**config.mk**
```make
export PLATFORM = sky130hd
export DESIGN_NAME = can_bit_timing
export DESIGN_NICKNAME = d
export VERILOG_FILES = /design/src/rtl/can_bt_pkg.sv /design/src/rtl/bt_rx_sync.sv /design/src/rtl/bt_prescale.sv /design/src/rtl/bt_cfg_check.sv /design/src/rtl/bt_seq.sv /design/src/rtl/can_bit_timing.sv
export SDC_FILE = /design/constraint.sdc
export NUM_CORES = 1
export LEC_CHECK = 0
export BUFFER_PORTS_ARGS = -buffer_cell sky130_fd_sc_hd__buf_2
export CORE_UTILIZATION = 50
export CTS_CLUSTER_DIAMETER = 40
export DETAILED_ROUTE_END_ITERATION = 6
export PLACE_DENSITY = 0.68
export SLEW_MARGIN = 20
export SYNTH_ARGS = -nofsm -noshare
export SYNTH_HDL_FRONTEND = slang
export SYNTH_HIERARCHICAL = 1
export SYNTH_SLANG_ARGS = --single-unit
```
**constraint.sdc**
```tcl
create_clock -name clk -period 8.4 [get_ports clk]
set_input_delay 0 -clock clk [delete_from_list [all_inputs] [get_ports clk]]
set_output_delay 0 -clock clk [all_outputs]
set_load 0.02 [all_outputs]
```
**src/rtl/can_bt_pkg.sv**
```systemverilog
package can_bt_pkg;
   typedef enum logic [1:0] {
      SEG_SYNC = 2'd0,
      SEG_PROP = 2'd1,
      SEG_PH1  = 2'd2,
      SEG_PH2  = 2'd3
   } seg_e;
endpackage

```
**src/rtl/bt_rx_sync.sv**
```systemverilog
module bt_rx_sync #(
   parameter int STAGES = 2
) (
   input  logic clk,
   input  logic rst_n,
   input  logic rx,
   output logic rx_s,
   output logic fall
);
   logic [STAGES-1:0] chain;
   logic              prev;

   generate
      if (STAGES < 2) begin : g_bad_stages
         $error("bt_rx_sync needs at least two stages");
      end
   endgenerate

   always_ff @(posedge clk or negedge rst_n) begin
      if (!rst_n) begin
         chain <= '1;
         prev  <= 1'b1;
      end else begin
         chain <= {chain[STAGES-2:0], rx};
         prev  <= chain[STAGES-1];
      end
   end

   assign rx_s = chain[STAGES-1];
   assign fall = prev & ~rx_s;

   AST_FALL_SINGLE: assert property (@(posedge clk) disable iff (!rst_n)
      fall |=> !fall);
endmodule

```
**src/rtl/bt_prescale.sv**
```systemverilog
module bt_prescale #(
   parameter int PRE_SEL_W   = 3,
   parameter int PRE_MAX_LOG = 4,
   parameter int BRP_W       = 4
) (
   input  logic                 clk,
   input  logic                 rst_n,
   input  logic                 run,
   input  logic                 restart,
   input  logic [PRE_SEL_W-1:0] pre_sel,
   input  logic [BRP_W-1:0]     brp,
   output logic                 tick
);
   localparam int PRE_CW = (PRE_MAX_LOG > 0) ? PRE_MAX_LOG : 1;
   localparam int QW     = BRP_W + 1;

   logic          pre_tick;
   logic [QW-1:0] q_cnt;
   logic [QW-1:0] q_term;

   generate
      if (PRE_MAX_LOG > 0) begin : g_predivider
         logic [PRE_CW-1:0] pre_cnt;
         logic [PRE_CW:0]   pre_full;
         assign pre_full = ((PRE_CW+1)'(1) << pre_sel) - (PRE_CW+1)'(1);
         assign pre_tick = (pre_cnt == pre_full[PRE_CW-1:0]);
         always_ff @(posedge clk or negedge rst_n) begin
            if (!rst_n)                 pre_cnt <= '0;
            else if (!run || restart)   pre_cnt <= '0;
            else if (pre_tick)          pre_cnt <= '0;
            else                        pre_cnt <= pre_cnt + PRE_CW'(1);
         end
      end else begin : g_no_predivider
         logic unused_sel;
         assign unused_sel = ^pre_sel;
         assign pre_tick   = 1'b1;
      end
   endgenerate

   // 2*(P+1)-1 is P shifted left with a one appended
   assign q_term = {brp, 1'b1};

   always_ff @(posedge clk or negedge rst_n) begin
      if (!rst_n)                  q_cnt <= '0;
      else if (!run || restart)    q_cnt <= '0;
      else if (pre_tick) begin
         if (q_cnt == q_term)      q_cnt <= '0;
         else                      q_cnt <= q_cnt + QW'(1);
      end
   end

   assign tick = run & pre_tick & (q_cnt == q_term);

   AST_TICK_SPACED: assert property (@(posedge clk) disable iff (!rst_n)
      tick |=> !tick);
endmodule

```
**src/rtl/bt_cfg_check.sv**
```systemverilog
module bt_cfg_check #(
   parameter int PRE_SEL_W   = 3,
   parameter int PRE_MAX_LOG = 4,
   parameter int SEG_W       = 3,
   parameter int SJW_W       = 2,
   parameter int MIN_BIT_TQ  = 8,
   parameter int MAX_BIT_TQ  = 25
) (
   input  logic [PRE_SEL_W-1:0] pre_sel,
   input  logic [SEG_W-1:0]     prop_len,
   input  logic [SEG_W-1:0]     ph1_len,
   input  logic [SEG_W-1:0]     ph2_len,
   input  logic [SJW_W-1:0]     sjw_len,
   output logic                 bad
);
   localparam int TW = SEG_W + 3;

   logic [TW-1:0] prop_tq, ph1_tq, ph2_tq, sjw_tq, total_tq;

   always_comb begin
      prop_tq  = TW'(prop_len) + TW'(1);
      ph1_tq   = TW'(ph1_len)  + TW'(1);
      ph2_tq   = TW'(ph2_len)  + TW'(1);
      sjw_tq   = TW'(sjw_len)  + TW'(1);
      total_tq = TW'(1) + prop_tq + ph1_tq + ph2_tq;
      bad = (pre_sel > PRE_SEL_W'(PRE_MAX_LOG))
          | (ph1_tq < TW'(2)) | (ph2_tq < TW'(2))
          | (ph1_tq < ph2_tq) | (ph1_tq < sjw_tq)
          | ((sjw_tq >= TW'(2)) & (ph2_tq < sjw_tq))
          | (total_tq < TW'(MIN_BIT_TQ)) | (total_tq > TW'(MAX_BIT_TQ));
   end
endmodule

```
**src/rtl/bt_seq.sv**
```systemverilog
module bt_seq
   import can_bt_pkg::*;
#(
   parameter int SEG_W = 3,
   parameter int SJW_W = 2
) (
   input  logic             clk,
   input  logic             rst_n,
   input  logic             run,
   input  logic             tick,
   input  logic             fall,
   input  logic             rx_s,
   input  logic [SEG_W-1:0] prop_len,
   input  logic [SEG_W-1:0] ph1_len,
   input  logic [SEG_W-1:0] ph2_len,
   input  logic [SJW_W-1:0] sjw_len,
   output logic             restart,
   output logic             sample_stb,
   output logic             sample_bit,
   output logic             bit_start
);
   localparam int LW = SEG_W + 2;

   seg_e          seg;
   logic          idle, used, seg_end, resync_ok;
   logic [LW-1:0] cnt, ext, shrink;
   logic [LW-1:0] prop_tq, ph1_tq, ph2_tq, sjw_tq, len_cur, perr, cap;

   always_comb begin
      prop_tq = LW'(prop_len) + LW'(1);
      ph1_tq  = LW'(ph1_len)  + LW'(1);
      ph2_tq  = LW'(ph2_len)  + LW'(1);
      sjw_tq  = LW'(sjw_len)  + LW'(1);
      case (seg)
         SEG_SYNC: len_cur = LW'(1);
         SEG_PROP: len_cur = prop_tq;
         SEG_PH1:  len_cur = ph1_tq + ext;
         SEG_PH2:  len_cur = ph2_tq - shrink;
         default:  len_cur = LW'(1);
      endcase
      case (seg)
         SEG_PROP: perr = cnt + LW'(1);
         SEG_PH1:  perr = prop_tq + cnt + LW'(1);
         SEG_PH2:  perr = ph2_tq - cnt;
         default:  perr = '0;
      endcase
      cap     = (perr > sjw_tq) ? sjw_tq : perr;
      seg_end = ((cnt + LW'(1)) >= len_cur);
   end

   assign restart   = run & idle & fall;
   assign resync_ok = run & ~idle & fall & ~used & (seg != SEG_SYNC);

   always_ff @(posedge clk or negedge rst_n) begin
      if (!rst_n) begin
         idle <= 1'b1; seg <= SEG_SYNC; cnt <= '0; ext <= '0; shrink <= '0;
         used <= 1'b0; sample_stb <= 1'b0; sample_bit <= 1'b1; bit_start <= 1'b0;
      end else begin
         sample_stb <= 1'b0;
         bit_start  <= 1'b0;
         if (!run) begin
            idle <= 1'b1; seg <= SEG_SYNC; cnt <= '0;
            ext <= '0; shrink <= '0; used <= 1'b0;
         end else if (restart) begin
            idle <= 1'b0; seg <= SEG_SYNC; cnt <= '0;
            ext <= '0; shrink <= '0; used <= 1'b0;
            bit_start <= 1'b1;
         end else if (!idle) begin
            if (resync_ok) begin
               used <= 1'b1;
               if (seg == SEG_PH2) shrink <= cap;
               else                ext    <= cap;
            end
            if (tick) begin
               if (seg_end) begin
                  cnt <= '0;
                  case (seg)
                     SEG_SYNC: seg <= SEG_PROP;
                     SEG_PROP: seg <= SEG_PH1;
                     SEG_PH1: begin
                        seg        <= SEG_PH2;
                        sample_stb <= 1'b1;
                        sample_bit <= rx_s;
                     end
                     default: begin
                        seg       <= SEG_SYNC;
                        bit_start <= 1'b1;
                        ext       <= '0;
                        shrink    <= '0;
                        used      <= 1'b0;
                     end
                  endcase
               end else begin
                  cnt <= cnt + LW'(1);
               end
            end
         end
      end
   end

   AST_ONE_RESYNC: assert property (@(posedge clk) disable iff (!rst_n)
      !((ext != '0) && (shrink != '0)));
   AST_STRETCH_CAP: assert property (@(posedge clk) disable iff (!rst_n)
      ext <= sjw_tq);
   AST_TRIM_CAP: assert property (@(posedge clk) disable iff (!rst_n)
      shrink <= sjw_tq);
   AST_STROBES_APART: assert property (@(posedge clk) disable iff (!rst_n)
      !(sample_stb && bit_start));
   AST_SAMPLE_PULSE: assert property (@(posedge clk) disable iff (!rst_n)
      sample_stb |=> !sample_stb);
   AST_START_PULSE: assert property (@(posedge clk) disable iff (!rst_n)
      bit_start |=> !bit_start);
   AST_IDLE_QUIET: assert property (@(posedge clk) disable iff (!rst_n)
      idle |-> !sample_stb);
endmodule

```
**src/rtl/can_bit_timing.sv**
```systemverilog
module can_bit_timing #(
   parameter int SYNC_STAGES = 2,
   parameter int PRE_SEL_W   = 3,
   parameter int PRE_MAX_LOG = 4,
   parameter int BRP_W       = 4,
   parameter int SEG_W       = 3,
   parameter int SJW_W       = 2,
   parameter int MIN_BIT_TQ  = 8,
   parameter int MAX_BIT_TQ  = 25
) (
   input  logic                 clk,
   input  logic                 rst_n,
   input  logic                 enable,
   input  logic [PRE_SEL_W-1:0] pre_sel,
   input  logic [BRP_W-1:0]     brp,
   input  logic [SEG_W-1:0]     prop_len,
   input  logic [SEG_W-1:0]     ph1_len,
   input  logic [SEG_W-1:0]     ph2_len,
   input  logic [SJW_W-1:0]     sjw_len,
   input  logic                 rx,
   output logic                 tq_tick,
   output logic                 sample_stb,
   output logic                 sample_bit,
   output logic                 bit_start,
   output logic                 cfg_bad
);
   generate
      if (SJW_W > SEG_W) begin : g_bad_sjw
         $error("jump width field wider than segment field");
      end
      if (MAX_BIT_TQ < MIN_BIT_TQ) begin : g_bad_range
         $error("bit length range is empty");
      end
   endgenerate

   logic [PRE_SEL_W-1:0] pre_q;
   logic [BRP_W-1:0]     brp_q;
   logic [SEG_W-1:0]     prop_q, ph1_q, ph2_q;
   logic [SJW_W-1:0]     sjw_q;
   logic                 run, restart, rx_s, fall;

   always_ff @(posedge clk or negedge rst_n) begin
      if (!rst_n) begin
         pre_q <= '0; brp_q <= '0; prop_q <= '0;
         ph1_q <= '0; ph2_q <= '0; sjw_q  <= '0;
      end else if (!enable) begin
         pre_q <= pre_sel; brp_q <= brp;     prop_q <= prop_len;
         ph1_q <= ph1_len; ph2_q <= ph2_len; sjw_q  <= sjw_len;
      end
   end

   bt_cfg_check #(
      .PRE_SEL_W(PRE_SEL_W), .PRE_MAX_LOG(PRE_MAX_LOG), .SEG_W(SEG_W),
      .SJW_W(SJW_W), .MIN_BIT_TQ(MIN_BIT_TQ), .MAX_BIT_TQ(MAX_BIT_TQ)
   ) u_check (
      .pre_sel(pre_q), .prop_len(prop_q), .ph1_len(ph1_q),
      .ph2_len(ph2_q), .sjw_len(sjw_q), .bad(cfg_bad)
   );

   assign run = enable & ~cfg_bad;

   bt_rx_sync #(.STAGES(SYNC_STAGES)) u_sync (
      .clk(clk), .rst_n(rst_n), .rx(rx), .rx_s(rx_s), .fall(fall)
   );

   bt_prescale #(
      .PRE_SEL_W(PRE_SEL_W), .PRE_MAX_LOG(PRE_MAX_LOG), .BRP_W(BRP_W)
   ) u_prescale (
      .clk(clk), .rst_n(rst_n), .run(run), .restart(restart),
      .pre_sel(pre_q), .brp(brp_q), .tick(tq_tick)
   );

   bt_seq #(.SEG_W(SEG_W), .SJW_W(SJW_W)) u_seq (
      .clk(clk), .rst_n(rst_n), .run(run), .tick(tq_tick), .fall(fall),
      .rx_s(rx_s), .prop_len(prop_q), .ph1_len(ph1_q), .ph2_len(ph2_q),
      .sjw_len(sjw_q), .restart(restart), .sample_stb(sample_stb),
      .sample_bit(sample_bit), .bit_start(bit_start)
   );

   AST_CFG_HELD: assert property (@(posedge clk) disable iff (!rst_n)
      (enable && $past(enable)) |->
         ($stable(pre_q) && $stable(brp_q) && $stable(prop_q) &&
          $stable(ph1_q) && $stable(ph2_q) && $stable(sjw_q)));
   AST_BAD_SILENT: assert property (@(posedge clk) disable iff (!rst_n)
      cfg_bad |-> (!sample_stb && !bit_start && !tq_tick));
endmodule

```
==> results of run 1 <==
==> layer usage <==
layer | up-vias | global-route usage [%] | part of all wire [%]
met5 | - | 0 | 0
met2 | 61 | 39.1 | 48
met3 | 12 | 2.91 | 2.5
met1 | 1585 | 30.6 | 48
met4 | 0 | 6.15 | 1.4
li1 | 1629 | - | -
==> registers in the layout, summed over array words and instances, names as in the netlist <==
| signal | cells |
|---|---|
| prop_q | 3 |
| u_seq/sample_stb | 1 |
| ph1_q | 3 |
| pre_q | 3 |
| u_sync/chain | 2 |
| ph2_q | 3 |
| u_sync/prev | 1 |
| u_seq/idle | 1 |
| brp_q | 4 |
| u_seq/shrink | 5 |
| u_seq/ext | 5 |
| u_seq/used | 1 |
| u_prescale/q_cnt | 5 |
| u_seq/seg | 2 |
| sjw_q | 2 |
| u_seq/bit_start | 1 |
| u_seq/sample_bit | 1 |
| u_seq/cnt | 5 |
| u_prescale/g_predivider.pre_cnt | 4 |
==> Yosys cell counts (all sizes together) (7+ instances only) <==
cell type | count | area [um2]
a31oi | 7 | 50.1
xor2 | 12 | 105
o21ai | 18 | 93.8
a21oi | 20 | 115
and3 | 9 | 56.3
ha | 50 | 626
dfrtp | 47 | 1180
nor2b | 12 | 85.1
xnor2 | 15 | 139
nand2 | 23 | 86.3
nor2 | 15 | 56.3
mux2 | 20 | 259
nand3 | 14 | 70.1
inv | 45 | 169
nand2b | 14 | 90.1
==> layout by cell type, fill, tap and decap left out, types with 3 or more instances in the layout <==
master,netlist,final
dfrtp_1,47,47
o22ai_1,3,3
a221oi_1,6,6
and3_1,9,9
a21oi_1,18,18
mux2_2,11,11
or3_1,3,3
a21o_1,5,5
xor2_1,12,12
ha_1,50,50
nor3b_1,4,4
mux2i_1,4,4
fa_1,6,6
nand4_1,3,3
a211o_1,3,3
nor2b_1,10,10
inv_1,45,45
nor3_1,3,3
o311a_1,3,3
buf_2,2,26
o2111ai_1,3,3
nor2_1,15,15
clkbuf_8,0,5
dlygate4sd3_1,0,20
o21ai_0,13,13
nand2_1,23,23
mux2_4,9,9
xnor2_1,14,14
a22o_1,3,3
a31oi_1,6,6
nand2b_1,13,13
dfstp_2,5,5
o21ai_1,4,4
a211oi_1,3,3
nand3_1,14,14
==> final timing paths <==
check                             endpoint  depth (start not counted)       startpoint  slack [ps]
max                        u_seq/shrink[0]                         16         ph1_q[0]        3450
min                               brp_q[1]                          2           enable         260
max reg2reg                u_seq/shrink[0]                         16         ph1_q[0]        3450
min reg2reg                u_sync/chain[1]                          0  u_sync/chain[0]         360
max in group asynchronous         ph1_q[0]                          3            rst_n        7610
min in group asynchronous     u_seq/cnt[1]                          3            rst_n         330
==> kinds of logic (layout without fill, tap and decap cells) <==
logic type | after synthesis | after routing
simple gates | 114 | 114
compound gates | 100 | 100
fa+ha+maj | 58 | 58
buf+inv | 55 | 100
flops | 52 | 52
xor+xnor | 27 | 27
mux | 24 | 24
==> critical path, cell delays in order, from the launching register on <==
cell and delay, ps:
dfrtp_1 470, ha_1 240, xnor2_1 290, xnor2_1 110, ha_1 180, a21o_1 160
ha_1 370, and4bb_2 260, mux2i_1 150, o311a_1 190, a221o_1 120, nand4_1 160
nor2b_1 650, and3_1 340, nand2_1 160, o311ai_1 810, a221oi_1 110
==> report_power, final <==
part / internal, mW / total [mW] / leakage (nW) / switching, mW
sequential: 0.261 / 0.276 / 0.668 / 0.0151
clock: 0.0596 / 0.147 / 0.0414 / 0.0878
combinational: 0.111 / 0.231 / 1.46 / 0.120
total: 0.431 / 0.654 / 2.17 / 0.223
==> per-stage QoR <==
step	utilization (%)	instance area [um2]	hold slack, ps	total power [mW]	cells
after floorplan	-	4260	-296	0.452	430
after global placement	54.2	4450	107	0.495	552
after detailed placement	54.2	4450	106	0.502	552
after CTS	57.7	4740	256	0.661	580
after global routing	57.7	4740	264	0.703	580
final	57.7	4740	257	0.654	580
==> area by class of cell <==
class,instances,area share (%)
flip-flops and latches,52,27.6
well taps,105,2.77
clock buffers,6,1.53
clock inverters,2,0.343
multi-input cells,323,57.1
inverters,45,3.56
repair buffers,47,7.12
==> results.json, run 1 <==
{
  "worst-slew-pin-transition_ps": 946,
  "grt_pass1_wl_mm": 15.9,
  "fill_cells": 704,
  "synth-edff-count": 0,
  "routed_via_density": 5.67,
  "ctsResizeCount": 0,
  "synth_seq_cells": 52,
  "worst_setup_path_end_kind": "flop",
  "drtAntennaViolNets": 0,
  "synth_cells": 430,
  "row_count": 33,
  "synth-simple-area-share_pct": 15.5,
  "fmax_mhz": 202,
  "synth_top_flop_cell": "dfrtp_1",
  "initial_core_util_pct": 51.9,
  "critPathLaunchType": "flop",
  "grt_overflow": 0,
  "power_leakage_nw": 2.17,
  "grt_max_degree": 53,
  "finalHoldViolations": 0,
  "syn-cell-area_um2": 4260,
  "skew_ps": 8.00,
  "wl_per_cell_um": 15.9,
  "dp_slack_ps": 3520,
  "die_y_um": 94.3,
  "antenna_cells": 0,
  "crit_fanout": 13,
  "die-area_um2": 8900,
  "gp_congestion": 0.859,
  "setup_viol": 0,
  "multi_input_area_um2": 2710,
  "ys_seq_area_share_pct": 30.7,
  "clock_latency_ps": 300,
  "muxShareOfSynthArea_pct": 7.02,
  "drv_cap": 0,
  "cts_hold_buf": 20,
  "synthToLayoutAreaGrowth_pct": 11.3,
  "drt_iter0_drc": 152,
  "grt_usage_pct": 23.0,
  "h-tree-depth": 2,
  "clockBufferDepth": 2,
  "avgSynthCellArea_um2": 9.91,
  "die_w_um": 94.3,
  "via_count": 3287,
  "coreArea_um2": 8220,
  "finalNetCount": 552,
  "wirelength_mm": 9.20,
  "ff_latch_area_um2": 1310,
  "final.period_utilization_pct": 58.9,
  "worstPathArrival_ps": 5080,
  "yosysWarnings": 6,
  "synth_xor_area_share_pct": 5.73,
  "required_ps": 8540,
  "worst_slack_ps": 3450,
  "period_minus_slack_ps": 4950,
  "place_hpwl_mm": 6.91,
  "postCtsSetupRepairBufs": 0,
  "port_buffers": 26,
  "grt_antenna_before_repair": 0,
  "io_pins": 27,
  "dr.pass1.iters": 5,
  "rsz0062_at_grt": "no",
  "synthDistinctLibCells": 78,
  "drcViolationCount": 0,
  "syn_nets": 508,
  "synth_top_family_by_area": "adder cells",
  "ys_async_sr_fraction_pct": 100,
  "cts-root-buf": "clkbuf_8",
  "first_global_vias": 3332,
  "worstSetupPathType": "flop to flop",
  "slew_viol_final": 0,
  "clkTransAtPathRegs_ps": 100,
  "cts_tree": "yes",
  "power.density_nw_per_um2": 138,
  "status": "finished, final reports clean",
  "fin_tns_setup_ps": 0,
  "synth_compound_area_share_pct": 17.4,
  "cts_sinks": 52,
  "cts_buffers": 5,
  "synthAdderAreaFrac_pct": 18.0,
  "ir_worst_vdd_mv": 0.0732,
  "layout-drive-gt1-share_pct": 16.6,
  "hold_class": "input pin to flop",
  "slew-limit-headroom_pct": 35.9
}
No activity file was read; power rests on OpenSTA's default activity.
==> inputs of run 2 (changes only) <==
Clock period 8.4 ns to 4.9 ns, I/O delays scaled along.
==> run 2 against run 1 <==
- final area increased by 0.66%
- sequential cell count did not move
- final cell count up 0.69%
- combinational power rose by 72%
- largest power group unchanged
==> results.json, run 2 (synthesis gave the netlist of run 1 again) <==
{
  "cts_tree": "yes",
  "fin_tns_setup_ps": 0,
  "wirelength_mm": 8.94,
  "drt_iter0_drc": 220,
  "crit_top_cell": "ha_1",
  "row_count": 33,
  "hold_class": "input pin to flop",
  "final.period_utilization_pct": 91.6,
  "ctsResizeCount": 0,
  "die_w_um": 94.3,
  "crit_slowest_cell": "dfrtp_1",
  "worst-slew-pin-transition_ps": 676,
  "cts_hold_buf": 20,
  "cp_slowest_stage_delay_ps": 480,
  "grt_pass1_wl_mm": 15.1,
  "h-tree-depth": 2,
  "layout-drive-gt1-share_pct": 17.5,
  "place_hpwl_mm": 6.85,
  "status": "finished, final reports clean",
  "clkTransAtPathRegs_ps": 100,
  "finalNetCount": 556,
  "rsz0062_at_grt": "no",
  "min_to": "sjw_q[0]",
  "timing.rr.end": "u_seq/ext[1]",
  "drcViolationCount": 0,
  "grt_usage_pct": 21.9,
  "first_global_vias": 3249,
  "worstSetupPathType": "flop to flop",
  "die-area_um2": 8900,
  "post-route-util_pct": 58.1,
  "critPathLaunchType": "flop",
  "dp_slack_ps": 519,
  "cts_buffers": 5,
  "port_buffers": 26,
  "crit_fanout": 12,
  "slew_viol_final": 0,
  "cts_sinks": 52,
  "instances_no_fill": 584,
  "wl_per_cell_um": 15.3,
  "coreArea_um2": 8220,
  "grt_overflow": 0,
  "clockBufferDepth": 2,
  "use_met3_pct": 3.07,
  "synthToLayoutAreaGrowth_pct": 12.0,
  "dr.pass1.iters": 5,
  "drv_cap": 0,
  "skew_ps": 7.13,
  "slew-limit-headroom_pct": 55.0,
  "top_usage_layer": "met2",
  "gp_congestion": 0.902,
  "r2r_slack_ps": 410,
  "die_y_um": 94.3,
  "power_leakage_nw": 2.19,
  "worstPathArrival_ps": 4690,
  "worst_setup_path_end_kind": "flop",
  "layout_commonest_cell": "ha_1",
  "postCtsSetupRepairBufs": 0,
  "r2r-start": "ph1_q[0]",
  "fill_cells": 723,
  "finalHoldViolations": 0,
  "power.density_nw_per_um2": 236,
  "hold_start": "enable",
  "grt_antenna_before_repair": 0,
  "met2_usage_pct": 37.3,
  "period_minus_slack_ps": 4490,
  "path_cells": "ha_1 -> xnor2_1 -> xnor2_1 -> ha_1 -> ha_1 -> nor2b_2 -> o311ai_0 -> a221o_1 -> nand4_1 -> nor2b_1 -> buf_4 -> nand2b_1 -> or3_1 -> nor2_1 -> o21ai_0 -> a221oi_1",
  "required_ps": 5100,
  "io_pins": 27,
  "setup_viol": 0,
  "fmax_mhz": 223,
  "met1_usage_pct": 28.7,
  "ff2ff_path_depth": 16,
  "clock_latency_ps": 310,
  "antenna_cells": 0,
  "routed_via_density": 5.66,
  "via_count": 3305,
  "cts-root-buf": "clkbuf_8",
  "dpl.cell_count": 556,
  "mostFrequentLayoutCells": "ha_1 (50), dfrtp_1 (47), inv_1 (45)",
  "drtAntennaViolNets": 0,
  "initial_core_util_pct": 51.9,
  "worst_slack_ps": 413,
  "ir_worst_vdd_mv": 0.111,
  "grt_max_degree": 53,
  "hold_depth": 2
}
==> run 2: cell types whose count changed in the layout (fill, tap and decap cells not counted), sizes merged <==
cell / delta
buf: +4
clkbuf: -1
inv: +1
==> run 2: layout make-up <==
class	count	area, um2	share of cell area [%]
Timing Repair Buffer	51	368	7.70
Clock buffer	5	68.8	1.44
Sequential cell	52	1310	27.4
Multi-Input combinational cell	323	2710	56.7
Tap cell	105	131	2.75
Inverter	45	169	3.54
Clock inverter	3	21.3	0.445
==> run 2: worst max path at each step <==
| stage | from | endpoint | slack (ps) | cells past startpoint |
|---|---|---|---|---|
| floorplan | ph1_q[0] | u_seq/cnt[2] | 690 | 18 |
| global placement | ph1_q[0] | u_seq/ext[1] | 720 | 18 |
| detailed placement | ph1_q[0] | u_seq/ext[1] | 520 | 16 |
| CTS | ph1_q[0] | u_seq/ext[1] | 500 | 16 |
| global route | ph1_q[0] | u_seq/ext[1] | 50 | 18 |
| finish | ph1_q[0] | u_seq/ext[1] | 410 | 16 |
==> run 2: metal layers <==
layer	part of all wire (%)	up-vias	routed length, um
li1	-	1647	-
met4	1.4	0	126
met5	0	-	0
met3	2.8	11	251
met2	47	49	4180
met1	49	1598	4380
==> run 2: per-stage QoR <==
stage               hold WS (ps)  total power [mW]  cell area [um2]
finish                       255              1.13             4770
global route                 262              1.20             4770
CTS                          248              1.14             4770
detailed placement           107             0.863             4480
global placement             107             0.849             4480
floorplan                   -296             0.774             4260
==> run 2: where the power goes <==
group	switching [mW]	internal [mW]
clock	0.156	0.102
combinational	0.205	0.192
sequential	0.0234	0.447
==> run 2: critical path: cells and delay by family, from the launching register on <==
family	cells	cell delay [ps]
adder cells (fa/ha/maj)	3	860
buffers and inverters	1	200
AND/OR/NAND/NOR	6	1270
flip-flops	1	480
XOR/XNOR	2	440
AO/OA/AOI/OAI	4	1130
==> inputs of run 3 (changes only) <==
Settings changed: PLACE_DENSITY 0.68 to 0.7.
Clock period 4.9 ns to 3.71 ns, I/O delays scaled along.
==> run 3 against run 2 <==
- critical path depth rose by 1
- sequential power rose by 31%
- final area rose by 11%
- sequential share of layout area fell by 2.7 points
- non-clock buffer count rose by 27
- global-route usage rose by 1.0 points
- sequential cell count did not move
- largest power group is now combinational logic
==> results.json, run 3 (synthesis gave the netlist of run 1 again) <==
{
  "instances_no_fill": 612,
  "slew-limit-headroom_pct": 55.4,
  "worstSetupPathType": "flop to flop",
  "fill_cells": 643,
  "antenna_cells": 0,
  "die-area_um2": 8900,
  "grt_usage_pct": 23.0,
  "p_switching_mw": 0.583,
  "wl_per_cell_um": 16.2,
  "critPathLaunchType": "flop",
  "ir_worst_vdd_mv": 0.178,
  "r2r_slack_ps": 30,
  "power.density_nw_per_um2": 312,
  "coreArea_um2": 8220,
  "final_area_um2": 5310,
  "post-route-util_pct": 64.7,
  "period_minus_slack_ps": 3680,
  "fmax_mhz": 272,
  "clockBufferDepth": 2,
  "cts-root-buf": "clkbuf_8",
  "skew_ps": 9.61,
  "grt_antenna_before_repair": 0,
  "p_sw_share_pct": 35.1,
  "ff2ff_path_depth": 17,
  "die_y_um": 94.3,
  "io_pins": 27,
  "layout-drive-gt1-share_pct": 30.0,
  "final.period_utilization_pct": 99.1,
  "drcViolationCount": 0,
  "min_to": "ph2_q[1]",
  "wirelength_mm": 9.90,
  "place_hpwl_mm": 7.20,
  "place_area_um2": 4720,
  "clock_latency_ps": 320,
  "clkTransAtPathRegs_ps": 110,
  "first_global_vias": 3363,
  "initial_core_util_pct": 51.9,
  "hold_class": "input pin to flop",
  "gp_congestion": 0.852,
  "timing.rr.end": "u_seq/ext[0]",
  "dr.pass1.iters": 4,
  "mostFrequentLayoutCells": "dfrtp_1 (45), inv_1 (45), ha_1 (43)",
  "hold_start": "enable",
  "p_int_mw": 1.08,
  "status": "finished, final reports clean",
  "required_ps": 3950,
  "drt_iter0_drc": 164,
  "port_buffers": 26,
  "setup_viol": 0,
  "finalHoldViolations": 0,
  "cts_tree": "yes",
  "row_count": 33,
  "hold_depth": 2,
  "p_clk_share_pct": 21.6,
  "crit_fanout": 4,
  "cts_sinks": 52,
  "grt_max_degree": 53,
  "die_w_um": 94.3,
  "routed_via_density": 5.63,
  "worst_slack_ps": 34.6,
  "h-tree-depth": 2,
  "worstPathArrival_ps": 3910,
  "rsz0062_at_grt": "yes",
  "via_count": 3443,
  "drv_cap": 0,
  "r2r-start": "ph1_q[0]",
  "power_leakage_nw": 2.37,
  "worst-slew-pin-transition_ps": 668,
  "dpl.cell_count": 577,
  "hold_slack_ps": 267,
  "cts_buffers": 5,
  "seqPwrFrac_pct": 37.3,
  "synthToLayoutAreaGrowth_pct": 24.7,
  "drtAntennaViolNets": 0,
  "finalNetCount": 584,
  "dp_slack_ps": -112,
  "slew_viol_final": 0,
  "grt_overflow": 0,
  "grt_pass1_wl_mm": 15.9,
  "worst_setup_path_end_kind": "flop",
  "combPwrFrac_pct": 41.1
}
==> run 3: power groups by stage <==
| stage | logic [mW] | registers, mW | clock network, mW |
|---|---|---|---|
| detailed placement | 0.556 | 0.629 | 0 |
| CTS | 0.624 | 0.619 | 0.373 |
| floorplan | 0.418 | 0.629 | 0 |
| finish | 0.682 | 0.619 | 0.359 |
| global route | 0.744 | 0.623 | 0.393 |
| global placement | 0.542 | 0.628 | 0 |
==> run 3: worst max-delay path by stage <==
stage	endpoint	slack (ps)	start
final	u_seq/ext[0]	30	ph1_q[0]
after global routing	u_seq/ext[0]	-110	ph1_q[1]
after CTS	u_seq/ext[2]	4	ph1_q[0]
after detailed placement	u_seq/ext[2]	-110	ph1_q[1]
after global placement	u_seq/ext[2]	-30	ph1_q[0]
after floorplan	u_seq/ext[1]	-110	ph1_q[0]
==> run 3: critical path: stages (launching register included) <==
cell and delay [ps]:
dfrtp_2 430, ha_4 290, inv_1 60, ha_4 270, inv_1 40, ha_1 310, a21oi_4 190, nor2b_4 80
mux2i_1 150, a221oi_2 320, nand4_1 210, nor2b_2 200, buf_6 130, nand2b_4 50, or3_4 350, nor2_4 130
o21ai_2 110, a221oi_2 280
==> run 3: stage by stage <==
| step | setup TNS, ps | total power, mW |
|---|---|---|
| after floorplan | -781 | 1.05 |
| after global placement | -25.1 | 1.17 |
| after detailed placement | -585 | 1.19 |
| after CTS | 0 | 1.62 |
| after global routing | -408 | 1.76 |
| final | 0 | 1.66 |
==> run 3: area by class of cell <==
| cell class | count | area [um2] | share of cell area, % |
|---|---|---|---|
| Sequential cell | 52 | 1310 | 24.7 |
| Tap cell | 105 | 131 | 2.47 |
| Multi-Input combinational cell | 324 | 3020 | 56.9 |
| Inverter | 45 | 169 | 3.18 |
| Timing Repair Buffer | 78 | 584 | 11.0 |
| Clock inverter | 3 | 27.5 | 0.518 |
| Clock buffer | 5 | 68.8 | 1.30 |
==> run 3: timing repair <==
item | CTS | global route
setup endpoints to repair | 11 | 18
cloned | 0 | 1
setup buffers | 0 | 6
resized for setup | 9 | 29
hold buffers | 20 | 0
pin swaps | 2 | 11
hold endpoints to repair | 66 | 0
==> run 3: layer usage <==
metal	vias to the layer above	GRT usage [%]	wire length, um
met2	68	38.4	4900
met3	11	3.24	309
met4	0	6.92	137
li1	1706	-	-
met1	1658	30.7	4550
met5	-	0	0
